==> src/rtl/slc_pkg.sv <==
package slc_pkg;
  localparam int ROWS  = 4;
  localparam int COLS  = 4;
  localparam int CELLS = ROWS * COLS;

  // source cell of permuted cell i
  function automatic int shuf_src(input int i);
    case (i)
      0: return 0;   1: return 10;  2: return 5;   3: return 15;
      4: return 14;  5: return 4;   6: return 11;  7: return 1;
      8: return 9;   9: return 3;   10: return 12; 11: return 6;
      12: return 7;  13: return 13; 14: return 2;  default: return 8;
    endcase
  endfunction
endpackage

==> src/rtl/slc_shuffle.sv <==
module slc_shuffle #(
  parameter int CELL_W = 8,
  localparam int ST_W = slc_pkg::CELLS * CELL_W
) (
  input  logic [ST_W-1:0] st_i,
  output logic [ST_W-1:0] st_o
);
  for (genvar i = 0; i < slc_pkg::CELLS; i++) begin : g_cell
    localparam int SRC = slc_pkg::shuf_src(i);
    assign st_o[i*CELL_W +: CELL_W] = st_i[SRC*CELL_W +: CELL_W];
  end
endmodule

==> src/rtl/slc_mix.sv <==
module slc_mix #(
  parameter int CELL_W = 8,
  localparam int ST_W = slc_pkg::CELLS * CELL_W
) (
  input  logic [ST_W-1:0] st_i,
  output logic [ST_W-1:0] st_o
);
  localparam int ROWS = slc_pkg::ROWS;
  for (genvar c = 0; c < slc_pkg::COLS; c++) begin : g_col
    logic [CELL_W-1:0] col_x;
    always_comb begin
      col_x = '0;
      for (int r = 0; r < ROWS; r++) col_x ^= st_i[(c*ROWS+r)*CELL_W +: CELL_W];
    end
    for (genvar r = 0; r < ROWS; r++) begin : g_row
      // XOR of the three other cells in the column
      assign st_o[(c*ROWS+r)*CELL_W +: CELL_W] = col_x ^ st_i[(c*ROWS+r)*CELL_W +: CELL_W];
    end
  end
endmodule

==> src/rtl/slc_sig_check.sv <==
module slc_sig_check #(
  parameter int CELL_W = 8,
  localparam int ST_W = slc_pkg::CELLS * CELL_W
) (
  input  logic            union_mode,
  input  logic [ST_W-1:0] blk_in,
  input  logic [ST_W-1:0] mix_in,
  input  logic [ST_W-1:0] mix_out,
  output logic            err
);
  localparam int ROWS = slc_pkg::ROWS;
  localparam int COLS = slc_pkg::COLS;

  logic [CELL_W-1:0] sig_blk, sig_shuf, sig_out;
  logic [COLS-1:0]   col_bad;

  always_comb begin
    sig_blk  = '0;
    sig_shuf = '0;
    sig_out  = '0;
    for (int i = 0; i < slc_pkg::CELLS; i++) begin
      sig_blk  ^= blk_in[i*CELL_W +: CELL_W];
      sig_shuf ^= mix_in[i*CELL_W +: CELL_W];
      sig_out  ^= mix_out[i*CELL_W +: CELL_W];
    end
  end

  for (genvar c = 0; c < COLS; c++) begin : g_col
    logic [CELL_W-1:0] pred, act;
    always_comb begin
      pred = '0;
      act  = '0;
      for (int r = 0; r < ROWS; r++) begin
        pred ^= mix_in[(c*ROWS+r)*CELL_W +: CELL_W];
        act  ^= mix_out[(c*ROWS+r)*CELL_W +: CELL_W];
      end
    end
    assign col_bad[c] = (pred != act);
  end

  always_comb begin
    if (union_mode) err = (sig_blk != sig_out);
    else            err = (sig_blk != sig_shuf) || (|col_bad);
  end
endmodule

==> src/rtl/slc_round_layer.sv <==
module slc_round_layer #(
  parameter int CELL_W = 8,
  localparam int ST_W = slc_pkg::CELLS * CELL_W
) (
  input  logic            clk,
  input  logic            rst,
  input  logic            in_vld,
  input  logic            sig_mode,
  input  logic [ST_W-1:0] in_state,
  input  logic [ST_W-1:0] flt_shuf,
  input  logic [ST_W-1:0] flt_mix,
  output logic            out_vld,
  output logic [ST_W-1:0] out_state,
  output logic            out_err
);
  logic [ST_W-1:0] shuf_raw, shuf_f, mix_raw, mix_f;
  logic            chk_err;

  slc_shuffle #(.CELL_W(CELL_W)) u_shuf (.st_i(in_state), .st_o(shuf_raw));
  assign shuf_f = shuf_raw ^ flt_shuf;

  slc_mix #(.CELL_W(CELL_W)) u_mix (.st_i(shuf_f), .st_o(mix_raw));
  assign mix_f = mix_raw ^ flt_mix;

  slc_sig_check #(.CELL_W(CELL_W)) u_chk (
    .union_mode(sig_mode), .blk_in(in_state), .mix_in(shuf_f),
    .mix_out(mix_f), .err(chk_err));

  always_ff @(posedge clk) begin
    if (rst) begin
      out_vld   <= 1'b0;
      out_err   <= 1'b0;
      out_state <= '0;
    end else begin
      out_vld <= in_vld;
      out_err <= in_vld & chk_err;
      if (in_vld) out_state <= mix_f;
    end
  end
endmodule

==> config.mk <==
export PLATFORM = sky130hd
export DESIGN_NAME = slc_round_layer
export DESIGN_NICKNAME = d
export VERILOG_FILES = /design/src/rtl/slc_pkg.sv /design/src/rtl/slc_shuffle.sv /design/src/rtl/slc_mix.sv /design/src/rtl/slc_sig_check.sv /design/src/rtl/slc_round_layer.sv
export SDC_FILE = /design/constraint.sdc
export NUM_CORES = 1
export LEC_CHECK = 0
export BUFFER_PORTS_ARGS = -buffer_cell sky130_fd_sc_hd__buf_2
export CAP_MARGIN = 15
export CORE_AREA = 2 2 204 206
export DETAILED_ROUTE_END_ITERATION = 8
export DIE_AREA = 0 0 206 208
export HOLD_SLACK_MARGIN = 0.15
export SKIP_CTS_REPAIR_TIMING = 1
export SLEW_MARGIN = 20
export SYNTH_ARGS = -nofsm -noshare
export SYNTH_HDL_FRONTEND = slang
export SYNTH_SLANG_ARGS = --single-unit
==> constraint.sdc <==
create_clock -name clk -period 3.49 [get_ports clk]
set_input_delay 0.698 -clock clk [delete_from_list [all_inputs] [get_ports clk]]
set_output_delay 0.698 -clock clk [all_outputs]
set_load 0.005 [all_outputs]
After elaboration in Yosys (flattened, before gate mapping)
Cells that the tools add are included.
Storage, ports and cells
  logic and storage cells: 94
  bits in registers: 130
  bits of input ports: 388
  output and inout bits: 130
Operators by class
  reduce and logical (&&, ||, !) cells: 2
  bitwise logic cells: 82
  eq/ne operators: 6
  muxes and demuxes: 1
Operators with widths (count)
  XOR 8 bit: 79
  XOR 128 bit: 2
  inequality test 8 bit: 6
  OR reduction 4 bit: 1
  bitwise AND 1 bit: 1
  logical OR 1 bit: 1
  two-way mux 1 bit: 1

Longest topological paths before layout
Gate-level depths: netlist (run 1).
  word-level depth: 24
  mapped depth: 9
  mapped depth without buffers: 9

Hierarchy
A second synthesis (run 1) with hierarchy kept.
Second synthesis, totals
  cells, all modules: 1499
  area, all modules: 15279.7 sq um
By module, submodules not included
  slc_round_layer: sequential area each 2602.5 sq um, area an instance 7347.0 sq um, cells an instance 815, instances 1
  slc_sig_check: sequential area each 0.0 sq um, area an instance 3688.5 sq um, cells an instance 428, instances 1
  slc_mix: sequential area each 0.0 sq um, area an instance 3283.1 sq um, cells an instance 128, instances 1
  slc_shuffle: sequential area each 0.0 sq um, area an instance 960.9 sq um, cells an instance 128, instances 1

Worst setup path before layout (run 1)
Ideal clock, no wire load.
  path type: input-to-reg
  start point: input flt_shuf[80]
  end point: register out_err
  required time: 3355 ps
  library setup time: 135 ps
  arrival: 2982 ps
  buffers on the path: 0
  path slack: 373 ps
  stages on the path: 9
  cells stage by stage: xor2_1 xnor3_1 xor2_1 xnor3_1 xnor2_2 xnor2_1 nand2b_1 nor4_2 a2111oi_2
Between the ends
  longest elaborated chain between the ends: 16
  elaborated cells between the ends (all ways): 32
  classes of those cells: eq/ne: 3; mux: 1; bitwise: 26; reduce/logical: 2
RTL lines
  from (decl): RTL line slc_round_layer.sv:10  | input logic [ST_W-1:0] flt_shuf,
  XOR 128 bit (*): RTL line slc_round_layer.sv:20  | assign shuf_f = shuf_raw ^ flt_shuf;
  XOR 8 bit (2 in series): RTL line slc_mix.sv:13, slc_sig_check.sv:34
  XOR 8 bit: RTL line slc_mix.sv:17  | assign st_o[(c*ROWS+r)*CELL_W +: CELL_W] = col_x ^ st_i[(c*ROWS+r)*CELL_W +: CELL_W];
  XOR 128 bit: RTL line slc_round_layer.sv:23  | assign mix_f = mix_raw ^ flt_mix;
  XOR 8 bit (8 in series): RTL line slc_sig_check.sv:24  | sig_out ^= mix_out[i*CELL_W +: CELL_W];
  inequality test 8 bit: RTL line slc_sig_check.sv:42  | if (union_mode) err = (sig_blk != sig_out);
  two-way mux 1 bit (*): RTL line slc_sig_check.sv:42
  bitwise AND 1 bit (*): RTL line slc_round_layer.sv:36  | out_err <= in_vld & chk_err;
  to (signal assigned): RTL line slc_round_layer.sv:36
  to (decl): RTL line slc_round_layer.sv:14  | output logic out_err
Every way passes the cells marked *; elsewhere a longest branch is shown, timed or not.
A chain may end at the register's enable or synchronous reset.

Final worst setup path (run 1)
  start point: input in_state[78]
  end point: register out_err
Between the ends
  longest elaborated chain between the ends: 17
  elaborated cells between the ends (all ways): 42
  classes of those cells: eq/ne: 3; mux: 1; bitwise: 36; reduce/logical: 2
RTL lines
  from (decl): RTL line slc_round_layer.sv:9  | input logic [ST_W-1:0] in_state,
  XOR 128 bit: RTL line slc_round_layer.sv:20
  XOR 8 bit (3 in series): RTL line slc_mix.sv:13, slc_sig_check.sv:34
  XOR 8 bit: RTL line slc_mix.sv:17
  XOR 128 bit: RTL line slc_round_layer.sv:23
  XOR 8 bit (8 in series): RTL line slc_sig_check.sv:24
  inequality test 8 bit: RTL line slc_sig_check.sv:42
  two-way mux 1 bit (*): RTL line slc_sig_check.sv:42
  bitwise AND 1 bit (*): RTL line slc_round_layer.sv:36
Marks and branches as above.

==> results by stage, run 1 <==
Worst setup path:
- In this run the worst path has a maximum fanout of 4.
- The slowest cell on the critical path is xnor2_1.
- Data on the critical path is required at its endpoint by 3.77 ns.
- STA classifies the critical path endpoint as a register.
- The worst setup path is launched from an input port.
- The worst stage delay on the critical path is between 0.6 and 0.7 ns.
- The dominant delay contributor by cell family on the critical path is XOR/XNOR gates.
- The worst setup path is of the input port to register kind.
- The critical path goes through buf_2, xor2_1, xnor2_1, xnor2_1, xor2_1, nor4_1, buf_4, nand4_1, nor4_1, a2111oi_2.
- The number of buffers and inverters on the critical path is 2.
- STA puts the critical path data arrival time at 3.33 ns.

Timing:
- Setup repair after global routing left no endpoint under its margin.
- The count of final hold-check violations was 0.
- The worst pin sits at a relative slew slack of 0.419.
- The achievable clock frequency is 0.328 GHz.
- Setup violations remaining at the end of the flow were counted as 0.
- The post-route minimum period is 3.05 ns.
- The final worst clock skew is 0 ns.
- The post-route clock period utilization is 0.874.
- For the pin with the worst max-slew slack, the measured transition is 0.870 ns.
- The final max-slew violation count was 0.

Power and ir drop:
- For this design the ratio of total power to cell area is roughly 630 nW/um2.
- The share of total power dissipated in the clock network is 0.199.
- The share of total power dissipated in combinational logic is 0.605.
- Of the total power, the share spent switching nets is 0.394.
- The net switching component of the power is between 3 and 4 mW.
- The peak ir drop on the vdd network is about 0.31 mV.
- The share of total power dissipated in sequential elements is 0.196.
- For this design the static power due to leakage is slightly below 7 nW.
- The total internal power is 5.99 mW.
- Power comes to just under 10 mW.

Global route:
- The first global-routing pass estimated between 50000 and 60000 um of wire.
- The number of global-route vias before repair is between 10000 and 15000.
- Global routing finished with a remaining overflow of 0.
- Across every metal layer, demand over resource in global routing totals 0.179.
- The number of antenna violations at the first check in global routing is 1.
- Entering global routing, the biggest net connects a little over 80 pins.

Placement:
- In this run the cell area measured after placement is about 15000 um2.
- The global placement routability congestion is 0.890.
- The number of placed instances with taps included is approximately 2300.
- The placed wire-length estimate is between 30000 and 40000 um.
- The count of input and output buffers is between 500 and 600.

Floorplanning:
- The standard cell core area is roughly 41000 um2.
- The area enclosed by the die boundary is 42800 um2.
- Pin placement for this block handled just over 500 I/O pins.
- The die is roughly 210 um wide.
- The initial standard-cell utilization of the core is 0.286.
- Row generation in the floorplan step produced 74 rows.
- From bottom edge to top edge, the die measures around 210 um.

Synth:
- The number of synthesized flops with an enable pin is 0.
- The post-synthesis async set-or-reset flop share is 0.
- After technology mapping, the gate count stands at 1214.
- The synthesized net count is about 1600.
- The top flip-flop cell by instance count after synthesis is dfxtp_1.
- The fraction of post-synthesis cell area in the top cell type by area is 0.438.
- Yosys attributes the largest share of cell area to xnor2_1 (44%), dfxtp_1 (22%), xor2_1 (10%).
- The total of flip-flops plus latches after synthesis is 130.
- The count of yosys warnings during synthesis is 0.
- Of the synthesized area, sequential elements account for 0.224.
- The count of cell types in the netlist is 27.
- Summed over all instances, the cell type with the most area after synthesis is xnor2_1.
- Dividing the synthesized area by the synthesized cell count gives about 9.6 um2.
- Summing every instance area after synthesis gives 11600 um2.

Run:
- The number of max-cap violations is 0.

Drt:
- Detailed routing inserted a total of 9744 vias.
- The first detailed-routing pass ran for 4 iterations.
- In the routed layout, each cell is associated on average with a via count of 4.23.
- The number of routed nets with antenna violations is 0.
- After detailed routing, the number of remaining DRC violations is 0.
- The sum of routed wire length over all layers is between 30000 and 40000 um.
- The routed wirelength normalized by instance count is 17.0 um.
- The starting DRC count in detailed routing is roughly 270.

Final layout:
- The net count of the finished layout is around 2100.
- The antenna cell count is 0.
- The library cells used most frequently in the layout, excluding fill and tap cells, are xnor2_1 (580), buf_2 (515), xor2_1 (138).
- Of the cells placed in the final design, the portion with a size suffix greater than 1 is 0.339.
- The post-route standard cell area excluding fillers is between 15000 and 20000 um2.
- Fill cells in the final layout number approximately 4100.
- Excluding fillers, the count of instances in the completed layout stands at around 2300.
- The most common cell after layout, fill and taps aside is xnor2_1.
- The area growth from synthesis to layout is 35.2%.
- The post-layout utilization of the core is 0.387.

CTS:
- The TritonCTS clock tree is built.
- CTS saw between 100 and 150 sinks.
- The number of buffers created by CTS is 17.
- The root buffer selected by CTS is clkbuf_16.
- After clock tree synthesis, the clock-pin slew on the worst setup and hold paths is roughly 0.060 ns.
- The buffer levels on the longest clock path is 2.
- The clock tree synthesis step divided the H-tree into 4 levels.
- For the worst-skew pair, the clock arrives at the later sink with an insertion delay of roughly 0.44 ns.

Worst hold path:
- The class of the tightest hold or removal check is register to register.

Status:
- The run finished with clean final reports.
## routing by layer
layer,GRT usage,vias up,wire [um]
li1,-,4912,-
met1,0.212,4456,16300
met2,0.312,327,19000
met3,0.0509,47,2810
met4,0.0549,2,944
met5,0,-,16
## stage by stage
| step | TNS, ns | hold slack, ns | worst slack, ns |
|---|---|---|---|
| detailed placement | -0.0475 | 0.466 | -0.0475 |
| finish | 0 | 0.476 | 0.439 |
| global placement | -0.0306 | 0.457 | -0.0306 |
| global route | 0 | 0.488 | 0.268 |
| floorplan | 0 | 0.457 | 0.373 |
| CTS | 0 | 0.475 | 0.416 |
## Yosys cell counts (all sizes together) (2+ instances only)
| cell type | instances |
|---|---|
| xnor2 | 588 |
| xor2 | 139 |
| nor4 | 5 |
| o21ai | 4 |
| xor3 | 3 |
| nor2 | 136 |
| nor2b | 4 |
| dfxtp | 130 |
| xnor3 | 19 |
| clkbuf | 22 |
| nand3b | 2 |
| nand3 | 2 |
| nand2b | 3 |
| nand4 | 7 |
| a21oi | 14 |
| nand2 | 12 |
| buf | 8 |
| mux2i | 111 |
## flip-flops by register name, indices dropped and copies added (netlist names)
register   cells
out_state    128
out_err        1
out_vld        1
## cell type report
class | instances | area (um2) | area share
multi-input combinational | 1053 | 8880 | 0.566
clock buffer | 19 | 443 | 0.0283
sequential | 130 | 2600 | 0.166
inverter | 1 | 3.75 | 0.000239
tap | 532 | 666 | 0.0425
clock inverter | 13 | 185 | 0.0118
timing repair buffer | 554 | 2900 | 0.185
## path summary, 6_finish.rpt
kind              slack, ns  cells after the start            from              to
setup reg to reg       2.73                      3   out_state[80]   out_state[80]
hold reg to reg        0.48                      2  out_state[106]  out_state[106]
hold / removal         0.48                      2  out_state[106]  out_state[106]
setup / recovery       0.44                     10    in_state[78]         out_err
## worst register-to-register path, delay by kind of cell, from the launching register on
| kind | cells | cell delay (ns) |
|---|---|---|
| DFF | 1 | 0.31 |
| and+or+nand+nor | 2 | 0.22 |
| AOI/OAI and AO/OA | 1 | 0.09 |
## kinds of logic after synthesis
| group | count (synthesis) | synth area share |
|---|---|---|
| DFF | 130 | 0.224 |
| AOI/OAI and AO/OA | 20 | 0.00960 |
| xor gates and xnor gates | 749 | 0.598 |
| muxes | 111 | 0.0958 |
| and+or+nand+nor | 173 | 0.0618 |
| buffers and inverters | 31 | 0.0100 |
## power groups by stage
stage	Combinational, mW	Sequential [mW]	Clock [mW]
2_1_floorplan	4.01	1.98	0
3_3_place_gp	6.07	1.96	0
3_5_place_dp	6.09	1.97	0
4_1_cts	6.14	1.94	2.04
5_1_grt	6.54	1.97	2.09
6_report	5.98	1.94	1.97
No activity file was read; power rests on OpenSTA's default activity.
==> run 2, diff against run 1 <==
==> constraint.sdc (replaced) <==
create_clock -name clk -period 3.9 [get_ports clk]
set_input_delay 0.78 -clock clk [delete_from_list [all_inputs] [get_ports clk]]
set_output_delay 0.78 -clock clk [all_outputs]
set_load 0.005 [all_outputs]
==> results by stage, run 2 (same netlist as run 1, synthesis figures left out) <==
Status:
- Result of the run: finished, final reports clean (unchanged).

Final layout:
- The largest register by flop count is out_state (unchanged).
- The share of layout cells above drive strength 1 is 0.331 (was 0.339).
- The layout filler cell count is 4214 (was 4143).
- The net count of the finished layout is 2123 (was 2145).
- The number of flip-flops in the largest register is 128 (unchanged).
- The sequential cell area is 2600 um2 (unchanged).
- The combined area of the multi-input logic cells came to 8880 um2 (unchanged).
- Most frequent cells in the layout: xnor2_1 (580), buf_2 (515), xor2_1 (138) (unchanged).
- Top Registers: out_state: 128 flops, out_err: 1 flops, out_vld: 1 flops (unchanged).
- The most common cell after layout, fill and taps aside is xnor2_1 (unchanged).
- The antenna cell count was 0 (unchanged).
- The area added between synthesis and finish is 33.2% (was 35.2%).

Global route:
- The number of antenna violations at the first check in global routing is 1 (unchanged).
- The number of global-route vias before repair was 10000 (was 10300).
- The total grt overflow is 0 (unchanged).
- The maximum number of pins on one net before global-route repair is 72 (was 81).
- The overall track demand over capacity in global routing is 0.179 (about the same).
- The first-pass GRT wire length is 57600 um (was 58200 um).

Timing:
- The final worst clock skew is 0 ns (unchanged).
- The relative slew slack was 0.409 (was 0.419).
- The final setup violation count was 0 (unchanged).
- The post-route clock period utilization is 0.831.
- The final max-slew violation count was 0 (unchanged).
- The worst hold slack is 0.470 ns (was 0.476 ns).
- The achievable clock frequency is ~0.3 GHz.
- Unrepaired setup endpoints after global routing: false (unchanged).
- The slew at the pin closest to its max-slew limit was 0.886 ns (was 0.870 ns).
- The count of final hold-check violations came to 0 (unchanged).
- The summed negative setup slack over all endpoints is 0 ns (unchanged).
- The post-route minimum period is about 3.2 ns.

Worst setup path:
- The endpoint class of the critical path is a register (unchanged).
- The critical path class is input port to register (unchanged).
- The reg-to-reg critical path startpoint is out_state[123] (was out_state[80]).
- The required time of the worst setup path is 4.18 ns (was 3.77 ns).
- The maximum net fanout on the critical path is 3 (was 4).
- The worst-case reg-to-reg path depth is 3 (unchanged).
- The end of the worst register-to-register path is out_state[123] (was out_state[80]).
- The launching element type of the critical path is an input port (unchanged).
- The arrival time at the worst endpoint is 3.52 ns (was 3.33 ns).
- The register-to-register setup slack is 3.12 ns (was 2.73 ns).

Floorplanning:
- The initial standard-cell utilization of the core was 0.286 (unchanged).
- The standard cell core area came to 40600 um2 (unchanged).
- The horizontal die dimension is 206 um (unchanged).
- The area enclosed by the die boundary is 42800 um2 (unchanged).
- The number of I/O pins was 518 (unchanged).
- The die extent in y is 208 um (unchanged).
- The total number of placement rows is 74 (unchanged).

Run:
- The number of max-cap violations is 0 (unchanged).

CTS:
- The number of buffers created by CTS is 17 (unchanged).
- The number of clock sinks seen by CTS came to 130 (unchanged).
- The root buffer selected by CTS is clkbuf_16 (unchanged).
- The TritonCTS clock tree is built (unchanged).
- The H-tree depth is 4 (unchanged).
- The clock-pin slew on the worst setup and hold paths is 0.06 ns (about the same).
- The buffer levels on the longest clock path is 2 (unchanged).
- The clock latency on the worst-skew pair is 0.43 ns (was 0.44 ns).

Placement:
- The placed wire-length estimate is 33200 um (was 33300 um).
- The count of input and output buffers came to 517 (unchanged).
- The global placement routability congestion came to 0.913 (was 0.890).

Power and ir drop:
- The power per cell area is 549 nW/um2 (was 630 nW/um2).
- The total power after layout is 8.48 mW (was 9.88 mW).
- The peak ir drop on the vdd network is 0.283 mV (was 0.311 mV).
- The cell leakage power is 6.79 nW (was 6.93 nW).

Drt:
- The per-cell via count in the routed design is 4.24 (was 4.23).
- The number of iterations in the first detailed-routing pass was 4 (unchanged).
- The number of routed nets with antenna violations is 0 (unchanged).
- The routed wirelength normalized by instance count is 17.2 um (was 17.0 um).
- The starting DRC count in detailed routing is 310 (was 271).
- The sum of routed wire length over all layers is 39300 um (was 39100 um).
- The remaining design rule violation count is 0 (unchanged).
- The total via count after detailed routing is 9669 (was 9744).

Worst hold path:
- The startpoint of the worst hold path is out_state[25] (was out_state[106]).
- The worst hold path depth is 2 (unchanged).
- The class of the tightest hold or removal check is register to register (unchanged).
- The end point of the most critical hold path is out_state[25] (was out_state[106]).
## run 2: changes by cell type in the layout (fill, tap and decap cells not counted), sizes merged
cell / before / now
buf: 554 / 532
bufinv: 4 / 1
clkbuf: 19 / 18
clkinv: 7 / 6
clkinvlp: 2 / 3
inv: 1 / 5
## run 2: power by group
group / internal [mW] / switching (mW) / total, mW
registers: 1.59 / 0.133 / 1.73
logic: 2.56 / 2.61 / 5.17
clock network: 0.886 / 0.702 / 1.59
## run 2: how the worst max path moves through the flow
| stage | from | to | slack [ns] | depth (start not counted) |
|---|---|---|---|---|
| 2_1_floorplan | flt_shuf[80] | out_err | 0.70 | 9 |
| 3_3_place_gp | in_state[42] | out_err | 0.17 | 10 |
| 3_5_place_dp | in_state[42] | out_err | 0.18 | 10 |
| 4_1_cts | in_state[42] | out_err | 0.62 | 10 |
| 5_1_grt | in_state[42] | out_err | 0.51 | 10 |
| 6_report | in_state[42] | out_err | 0.66 | 10 |
## run 2: area by class of cell
class | instances | share of cell area
clock buffers | 18 | 0.0278
clock inverters | 14 | 0.00859
inverters | 1 | 0.000243
multi-input cells | 1053 | 0.575
flip-flops and latches | 130 | 0.169
well taps | 532 | 0.0431
repair buffers | 532 | 0.177
## run 2: critical path, cell delays in order
cell and delay (ns):
buf_2 0.12, xor2_2 0.24, xnor3_2 0.51, xnor2_2 0.27, xnor3_2 0.53, xnor2_2 0.19, mux2i_1 0.27, nand4_1 0.12
nor4_1 0.37, a2111oi_2 0.11
## run 2: per-layer routing
| metal | routed length (um) | global-route usage | up-vias | share of wire |
|---|---|---|---|---|
| li1 | - | - | 4886 | - |
| met1 | 16100 | 0.206 | 4441 | 0.41 |
| met2 | 19900 | 0.326 | 310 | 0.51 |
| met3 | 2570 | 0.0451 | 30 | 0.065 |
| met4 | 648 | 0.0475 | 2 | 0.017 |
| met5 | 13 | 0 | - | 0.00033 |
## run 2: metrics by stage
step / area, um2 / worst slack (ns) / instances / util
floorplan: 11600 / 0.701 / 1214 / -
global placement: 14900 / 0.169 / 2248 / 0.367
detailed placement: 14900 / 0.178 / 2248 / 0.367
CTS: 15400 / 0.623 / 2280 / 0.381
global route: 15400 / 0.512 / 2280 / 0.381
finish: 15400 / 0.657 / 2280 / 0.381
